### src/rtl/irq_resolver_pkg.sv
package irq_resolver_pkg;
  // Control strobes handed from the control unit to the datapath
  typedef struct packed {
    logic clrAll;    // drop every latch
    logic clrSel;    // apply write-one-to-clear vector
    logic maskLoad;  // capture new threshold
  } ctrlStrobe_t;
endpackage

### src/rtl/irq_resolver_ctrl.sv
module irq_resolver_ctrl
  import irq_resolver_pkg::*;
#(
  parameter int NUM_LINES = 24
) (
  input  logic                 clk,
  input  logic                 rst_n,
  input  logic [NUM_LINES-1:0] irqIn,
  input  logic                 clrWe,
  input  logic                 clrAll,
  input  logic                 maskWe,
  output logic [NUM_LINES-1:0] setVec,
  output ctrlStrobe_t          strobe
);
  logic [NUM_LINES-1:0] prevIn;

  // Sample of the lines from the previous edge; zero after reset so a
  // line high at reset release counts as a new request
  always_ff @(posedge clk) begin
    if (!rst_n) prevIn <= '0;
    else        prevIn <= irqIn;
  end

  assign setVec = irqIn & ~prevIn;

  always_comb begin
    strobe          = '0;
    strobe.clrAll   = clrAll;
    strobe.clrSel   = clrWe;
    strobe.maskLoad = maskWe;
  end
endmodule

### src/rtl/irq_resolver_dp.sv
module irq_resolver_dp
  import irq_resolver_pkg::*;
#(
  parameter int NUM_LINES  = 24,
  parameter int NUM_LEVELS = 4,
  parameter int LVL_W      = $clog2(NUM_LEVELS),
  parameter int MASK_W     = $clog2(NUM_LEVELS + 1)
) (
  input  logic                 clk,
  input  logic                 rst_n,
  input  logic [NUM_LINES-1:0] setVec,
  input  ctrlStrobe_t          strobe,
  input  logic [NUM_LINES-1:0] clrMask,
  input  logic [MASK_W-1:0]    maskData,
  output logic [NUM_LINES-1:0] demand,
  output logic                 irqPresent,
  output logic [LVL_W-1:0]     irqLevel
);
  localparam int PER_LVL = NUM_LINES / NUM_LEVELS;

  logic [NUM_LINES-1:0]  clrVec;
  logic [NUM_LINES-1:0]  demandNext;
  logic [MASK_W-1:0]     maskLvl;
  logic [NUM_LEVELS-1:0] lvlPend;
  logic [MASK_W-1:0]     topRank;   // 0 = nothing pending, else level+1

  // Latch update: clears first, then new edges win
  always_comb begin
    clrVec = '0;
    if (strobe.clrSel) clrVec = clrMask;
    if (strobe.clrAll) clrVec = '1;
    demandNext = (demand & ~clrVec) | setVec;
  end

  always_ff @(posedge clk) begin
    if (!rst_n) begin
      demand  <= '0;
      maskLvl <= '0;
    end else begin
      demand <= demandNext;
      if (strobe.maskLoad) maskLvl <= maskData;
    end
  end

  // Group reduction, one OR per level
  for (genvar g = 0; g < NUM_LEVELS; g++) begin : g_lvl
    assign lvlPend[g] = |demand[g*PER_LVL +: PER_LVL];
  end

  // Priority pick: later (higher) levels override
  always_comb begin
    topRank = '0;
    for (int g = 0; g < NUM_LEVELS; g++) begin
      if (lvlPend[g]) topRank = MASK_W'(g + 1);
    end
  end

  // Registered result
  always_ff @(posedge clk) begin
    if (!rst_n) begin
      irqPresent <= 1'b0;
      irqLevel   <= '0;
    end else begin
      irqPresent <= topRank > maskLvl;
      irqLevel   <= (topRank > maskLvl) ? LVL_W'(topRank - MASK_W'(1)) : '0;
    end
  end
endmodule

### src/rtl/irq_level_resolver.sv
module irq_level_resolver
  import irq_resolver_pkg::*;
#(
  parameter int NUM_LINES  = 24,
  parameter int NUM_LEVELS = 4,
  parameter int LVL_W      = $clog2(NUM_LEVELS),
  parameter int MASK_W     = $clog2(NUM_LEVELS + 1)
) (
  input  logic                 clk,
  input  logic                 rst_n,
  input  logic [NUM_LINES-1:0] irqIn,
  input  logic                 clrWe,
  input  logic [NUM_LINES-1:0] clrMask,
  input  logic                 clrAll,
  input  logic                 maskWe,
  input  logic [MASK_W-1:0]    maskData,
  output logic [NUM_LINES-1:0] demandOut,
  output logic                 irqPresent,
  output logic [LVL_W-1:0]     irqLevel
);
  logic [NUM_LINES-1:0] setVec;
  ctrlStrobe_t          strobe;

  irq_resolver_ctrl #(.NUM_LINES(NUM_LINES)) u_ctrl (
    .clk(clk), .rst_n(rst_n), .irqIn(irqIn), .clrWe(clrWe),
    .clrAll(clrAll), .maskWe(maskWe), .setVec(setVec), .strobe(strobe)
  );

  irq_resolver_dp #(
    .NUM_LINES(NUM_LINES), .NUM_LEVELS(NUM_LEVELS),
    .LVL_W(LVL_W), .MASK_W(MASK_W)
  ) u_dp (
    .clk(clk), .rst_n(rst_n), .setVec(setVec), .strobe(strobe),
    .clrMask(clrMask), .maskData(maskData), .demand(demandOut),
    .irqPresent(irqPresent), .irqLevel(irqLevel)
  );
endmodule

### config.mk
export PLATFORM = sky130hd
export DESIGN_NAME = irq_level_resolver
export DESIGN_NICKNAME = d
export VERILOG_FILES = /design/src/rtl/irq_resolver_pkg.sv /design/src/rtl/irq_resolver_ctrl.sv /design/src/rtl/irq_resolver_dp.sv /design/src/rtl/irq_level_resolver.sv
export SDC_FILE = /design/constraint.sdc
export NUM_CORES = 1
export LEC_CHECK = 0
export ABC_CLOCK_PERIOD_IN_PS = 3200
export BUFFER_PORTS_ARGS = -buffer_cell sky130_fd_sc_hd__buf_2
export CORE_MARGIN = 2
export CORE_UTILIZATION = 30
export CTS_CLUSTER_SIZE = 8
export DETAILED_ROUTE_END_ITERATION = 8
export PLACE_DENSITY = 0.55
export SYNTH_ARGS = -nofsm -noshare
export SYNTH_HDL_FRONTEND = slang
export SYNTH_HIERARCHICAL = 1
export SYNTH_SLANG_ARGS = --single-unit
export TNS_END_PERCENT = 100
### constraint.sdc
create_clock -name clk -period 3.2 [get_ports clk]
set_input_delay 0.16 -clock clk [delete_from_list [all_inputs] [get_ports clk]]
set_output_delay 0.16 -clock clk [all_outputs]
set_load 0.02 [all_outputs]
==> results.tsv, run 1 <==
stage	metric	value	unit
finish	Final Instance Count excl. Fillers	398	
power	Peak VDD IR	0.000189	V
finish	Layout area overhead	26.6	%
drt	initial DRC count	51	
finish	NumNets Final	360	
synthesis	biggest area consumer among synthesized cells	dfxtp_1	
synthesis	Synth Cell Area	2160	sq um
cts	clock sinks	54	
placement	HPWL after DPL	3410	microns
worst_hold_path	worst min path class	primary input to register	
cts	clock-pin slew on the worst setup and hold paths	0.10	ns
power	P_leak	0.00124	uW
synthesis	area fraction of the dominant cell type after synthesis	50.0	%
worst_setup_path	crit path capture type	register	
drt	via/cell ratio	4.19	
synthesis	FF+latch count, synth	54	
cts	CTS Hold Bufs	0	
finish	ant diodes	0	
sta	setup slack after layout	1.10	ns
worst_setup_path	maximum fanout along the worst path	3	
synthesis	syn nets	282	
synthesis	Synth Warn #	6	
cts	Root Driver	clkbuf_8	
worst_setup_path	Required @ worst endpoint	3.44	ns
floorplan	Initial Utilization	31.5	%
cts	Clock Tree Buf Depth	2	
placement	DP Worst Slack	1.13	ns
sta	FMAX	475	MHz
finish	proportion of layout cells with a drive suffix above 1	32.5	%
floorplan	height of the die	88.9	microns
drt	drt drc	0	
finish	most frequent cells in the layout	buf_2 (82), dfxtp_1 (54), inv_1 (28)	
drt	Routed WL per cell	12.2	microns
placement	gpl congestion	0.787	
power	PwrDens	517	nW/um^2
sta	crit path time final	2.10	ns
drt	Vias	1667	
worst_setup_path	CP Launch Point	u_dp/demand[17]$_SDFF_PN0_	
synthesis	largest cells by area after synthesis	dfxtp_1 (50%), a211oi_1 (8.3%), o21a_1 (8.3%)	
synthesis	post-synthesis cell type count	24	
finish	commonest non-fill, non-tap cell in the layout	buf_2	
sta	setup_tns	0	ns
sta	skew final	0.00292	ns
floorplan	DIE AREA	7900	sq um
grt	initial antenna violation count	0	
cts	Post-CTS Setup Bufs	0	
grt	grt total ovfl	0	
synthesis	Post-Synthesis Mean Instance Area	9.70	sq um
floorplan	Core Area	6870	sq um
grt	Total Routing Usage GR	13.2	%
job	max_cap viols	0	
worst_setup_path	Reg2Reg Depth	8	
grt	largest net degree at the start of global routing	53	
sta	# setup viols final	0	
status	status	finished, final reports clean	
worst_setup_path	Reg-to-Reg Start	u_dp/demand[17]$_SDFF_PN0_	
cts	worst skew pair latency	0.30	ns
sta	Final Cycle Share	65.7	%
sta	Slew Viols, Final	0	
cts	CTS H-Tree Depth	2	
sta	RSZ-0062 raised after global routing	false	
placement	cell count after placement	390	
floorplan	num rows	30	
worst_setup_path	R2R setup slack	1.10	ns
worst_hold_path	startpoint of the worst hold path	irqIn[6]	
cts	CTS buffer count	5	
placement	Port Buffers	82	
cts	Resized Gates After CTS	0	
sta	max_slew headroom	64.1	%
floorplan	Ports	83	
synthesis	gate count after technology mapping	223	
grt	vias in the first global route	1652	
cts	CTS tree	done	
drt	final antenna-violating net count	0	
sta	Slew @ Worst Pin	0.538	ns
sta	final hold violation count	0	
grt	first-pass GRT wire length	7910	microns
synthesis	register area share after synthesis	50.0	%
worst_setup_path	critical path class	register to register	
drt	drt total wl	4860	microns
worst_hold_path	Hold Crit Depth	2	
worst_setup_path	Setup crit start kind	register	
drt	drt pass-1 iters	4	
floorplan	die width	88.9	microns
worst_setup_path	Crit path arrival time	2.34	ns
==> flip-flops by register name (all words and copies together), names as in the netlist <==
register         flops
u_ctrl/prevIn       24
u_dp/demand         24
u_dp/irqLevel        2
u_dp/irqPresent      1
u_dp/maskLvl         3
==> cell usage after synthesis <==
| cell | number |
|---|---|
| nor2_1 | 7 |
| o21ai_2 | 1 |
| dfxtp_1 | 54 |
| o2111ai_1 | 1 |
| and3_1 | 2 |
| clkbuf_1 | 7 |
| nand3_1 | 2 |
| ha_1 | 3 |
| a21oi_1 | 1 |
| nor3_4 | 2 |
| or4_4 | 2 |
| inv_2 | 1 |
| and2_1 | 24 |
| mux2i_1 | 3 |
| buf_4 | 3 |
| a21oi_2 | 1 |
| a31oi_1 | 1 |
| buf_6 | 2 |
| nor2b_1 | 27 |
| inv_1 | 28 |
| nand2_1 | 2 |
| o21a_1 | 24 |
| a211oi_1 | 24 |
| o21ai_1 | 1 |
==> cell type report <==
| type | count | area, sq um |
|---|---|---|
| Inverter | 29 | 109 |
| Fill cell | 698 | 4130 |
| Multi-Input combinational cell | 128 | 901 |
| Tap cell | 96 | 120 |
| Timing Repair Buffer | 83 | 418 |
| Clock buffer | 5 | 68.8 |
| Clock inverter | 3 | 40.0 |
| Sequential cell | 54 | 1080 |
==> where the power goes <==
| group | total (uW) | internal (uW) | switching, uW |
|---|---|---|---|
| sequential | 741 | 717 | 23.2 |
| combinational | 224 | 101 | 124 |
| clock | 450 | 231 | 219 |
| total | 1410 | 1050 | 366 |
==> cells by family (layout without fill, tap and decap cells) <==
family / count (synthesis) / in the layout / share of synthesized area [%]
compound gates: 54 / 54 / 18.6
flops: 54 / 54 / 50.0
simple gates: 68 / 68 / 19.9
mux: 3 / 3 / 1.39
buf+inv: 41 / 120 / 8.33
fa+ha+maj: 3 / 3 / 1.74
==> path summary, 6_finish.rpt <==
check,end
worst max-delay path,u_dp/irqLevel[1]$_SDFF_PN0_
worst min register to register,u_dp/maskLvl[2]$_SDFFE_PN0P_
worst max register to register,u_dp/irqLevel[1]$_SDFF_PN0_
worst min-delay path,u_ctrl/prevIn[6]$_SDFF_PN0_
==> worst max-delay path: stages, from the launching register on <==
cell	delay (ns)
dfxtp_1	0.33
or4_4	0.54
nor3_4	0.18
a21oi_1	0.10
ha_1	0.30
inv_1	0.04
o21ai_1	0.16
o2111ai_1	0.20
a31oi_1	0.19
==> stage by stage <==
stage	area, sq um	power (uW)	hold WS, ns	utilization (%)
after floorplan	2160	898	0.282	-
after global placement	2630	981	0.370	38.3
after detailed placement	2630	983	0.374	38.3
after CTS	2740	1440	0.0452	39.9
after global routing	2740	1490	0.0450	39.9
final	2740	1410	0.0583	39.9
==> metal layers <==
| metal | track usage (%) | up-vias | share of wire [%] |
|---|---|---|---|
| met5 | 0 | - | 0 |
| met4 | 4.96 | 0 | 1.7 |
| met3 | 3.42 | 7 | 5.3 |
| met2 | 21.7 | 47 | 47 |
| met1 | 16.8 | 733 | 46 |
| li1 | - | 880 | - |
No activity file was read; power rests on OpenSTA's default activity.
==> run 2, diff against run 1 <==
--- a/config.mk
+++ b/config.mk
@@ -5,7 +5,7 @@
 export SDC_FILE = /design/constraint.sdc
 export NUM_CORES = 1
 export LEC_CHECK = 0
-export ABC_CLOCK_PERIOD_IN_PS = 3200
+export ABC_CLOCK_PERIOD_IN_PS = 1990
 export BUFFER_PORTS_ARGS = -buffer_cell sky130_fd_sc_hd__buf_2
 export CORE_MARGIN = 2
 export CORE_UTILIZATION = 30
==> constraint.sdc (replaced) <==
create_clock -name clk -period 1.99 [get_ports clk]
set_input_delay 0.0995 -clock clk [delete_from_list [all_inputs] [get_ports clk]]
set_output_delay 0.0995 -clock clk [all_outputs]
set_load 0.02 [all_outputs]
==> run 2 against run 1 <==
The run now ends with setup timing left. Die area unchanged. Combinational power up 88%. Sequential power up 61%. Clock skew up 0.0061 ns. Sequential share of layout area down 3.1 points. Via count up 6.8%. Sequential cell count unchanged. Cell count up 5.5%. Final area up 8.8%. Maximum frequency up 4.5%. Critical endpoint unchanged. Largest cell class unchanged.
==> results.tsv, run 2 (synthesis results as in run 1) <==
stage	metric	value	unit	change
status	status	finished, violations left		
status	failing checks	setup timing		
placement	DP Worst Slack	-0.0597	ns	-1.19 ns
drt	Vias	1780		+6.8%
floorplan	Ports	83		unchanged
placement	HPWL after DPL	3570	microns	+4.8%
finish	FILL cells	727		+4.2%
power	P_leak	0.00133	uW	+7.6%
worst_setup_path	Crit path arrival time	2.25	ns	-0.09 ns
job	max_cap viols	0		unchanged
finish	registers with the most flip-flops	u_ctrl/prevIn x24, u_dp/demand x24, u_dp/maskLvl x3		
finish	Layout area overhead	37.7	%	
worst_setup_path	Setup crit start kind	register		
floorplan	die width	88.9	microns	unchanged
drt	via/cell ratio	4.24		+1.2%
sta	max_slew headroom	62.9	%	-1.2 points
cts	clock sinks	54		unchanged
finish	most frequent cells in the layout	buf_2 (82), dfxtp_1 (53), inv_1 (28)		
drt	initial DRC count	18		-65%
grt	vias in the first global route	1706		+3.3%
sta	Slew @ Worst Pin	0.556	ns	+0.0181 ns
floorplan	Initial Utilization	31.5	%	unchanged
finish	area of the multi-input gates	931	sq um	+3.3%
floorplan	DIE AREA	7900	sq um	unchanged
worst_setup_path	critical path class	register to register		
worst_setup_path	crit path capture type	register		
sta	RSZ-0062 raised after global routing	true		
power	Peak VDD IR	0.000266	V	+41%
cts	Clock Tree Buf Depth	2		unchanged
grt	Total Routing Usage GR	13.3	%	+0.028 points
worst_setup_path	Required @ worst endpoint	2.23	ns	-1.21 ns
cts	Root Driver	clkbuf_8		
finish	commonest non-fill, non-tap cell in the layout	buf_2		
cts	CTS buffer count	5		unchanged
drt	drt total wl	5070	microns	+4.3%
power	PwrDens	791	nW/um^2	+53%
placement	Port Buffers	82		unchanged
finish	final core occ	43.4	%	+3.5 points
sta	FMAX	497	MHz	+4.5%
cts	CTS tree	done		
drt	Routed WL per cell	12.1	microns	-1.2%
floorplan	Core Area	6870	sq um	unchanged
sta	crit path time final	2.01	ns	-0.0910 ns
worst_setup_path	Reg2Reg Depth	8		unchanged
sta	setup slack after layout	-0.0226	ns	-1.12 ns
cts	clock-pin slew on the worst setup and hold paths	0.10	ns	about the same
drt	final antenna-violating net count	0		unchanged
worst_setup_path	maximum fanout along the worst path	3		unchanged
sta	skew final	0.00900	ns	+0.00608 ns
grt	initial antenna violation count	0		unchanged
sta	Final Cycle Share	101	%	+35 points
grt	first-pass GRT wire length	7950	microns	+0.43%
worst_hold_path	Hold Crit Depth	2		unchanged
finish	proportion of layout cells with a drive suffix above 1	33.0	%	+0.57 points
floorplan	height of the die	88.9	microns	unchanged
floorplan	num rows	30		unchanged
placement	gpl congestion	0.754		-4.3%
finish	Seq. cell area	1080	sq um	+0.12%
drt	drt pass-1 iters	4		unchanged
grt	grt total ovfl	0		unchanged
worst_hold_path	worst min path class	primary input to register		
grt	largest net degree at the start of global routing	25		-53%
finish	NumNets Final	382		+6.1%
finish	ant diodes	0		unchanged
cts	CTS H-Tree Depth	2		unchanged
sta	Slew Viols, Final	0		unchanged
drt	drt drc	0		unchanged
sta	# setup viols final	1		+1
sta	final hold violation count	0		unchanged
cts	worst skew pair latency	0.31	ns	about the same
run 2: cell types whose count changed in the layout (fill, tap and decap cells not counted), sizes merged:
cell,change
clkinvlp,+1
buf,+5
clkbuf,+1
dlygate4sd3,+17
clkinv,-2
run 2: routing by layer:
layer  vias to the layer above  GRT usage (%)  wire (microns)  part of all wire [%]
li1                        929              -               -                     -
met1                       803           16.2            2320                    46
met2                        42           22.8            2470                    49
met3                         6           3.23             205                   4.0
met4                         0           4.55              74                   1.5
met5                         -              0               0                     0
run 2: layout make-up:
type,instances,area share [%]
timing repair buffer,105,21.0
inverter,29,3.66
clock buffer,6,2.44
tap,96,4.03
sequential,54,36.3
multi-input combinational,128,31.3
clock inverter,2,1.26
run 2: critical path, cell delays in order (launching register included):
cell and delay (ns):
dfxtp_2 0.33, or4_4 0.54, nor3_4 0.16, a21oi_2 0.07, ha_1 0.29, inv_1 0.05
o21ai_2 0.19, o2111ai_4 0.15, a31oi_1 0.17
run 2: path summary, 6_finish.rpt:
| path | endpoint | slack, ns | from |
|---|---|---|---|
| worst max-delay path | u_dp/irqLevel[1]$_SDFF_PN0_ | -0.02 | u_dp/demand[17]$_SDFF_PN0_ |
| worst min register to register | u_dp/maskLvl[2]$_SDFFE_PN0P_ | 0.54 | u_dp/maskLvl[2]$_SDFFE_PN0P_ |
| worst min-delay path | u_ctrl/prevIn[18]$_SDFF_PN0_ | 0.008 | irqIn[18] |
| worst max register to register | u_dp/irqLevel[1]$_SDFF_PN0_ | -0.02 | u_dp/demand[17]$_SDFF_PN0_ |
run 2: power breakdown:
part	internal, uW	switching, uW
clock	376	366
combinational	204	218
sequential	1150	38.0
total	1730	622
run 2: what timing repair did:
item                       in CTS  in global routing
hold endpoints to repair       17                  0
hold buffers                   17                  0
setup endpoints to repair       2                  3
gates resized for setup         1                  5
setup buffers                   1                  1
run 2: stage by stage:
stage	hold slack, ns	TNS [ns]	cell area [sq um]	power [uW]	cells
global route	0.0106	-0.256	2980	2470	420
finish	0.00786	-0.0226	2980	2360	420
CTS	0.000111	-0.0142	2950	2370	419
global placement	0.310	0	2650	1580	393
floorplan	0.221	0	2160	1440	223
detailed placement	0.315	-0.0910	2650	1590	393
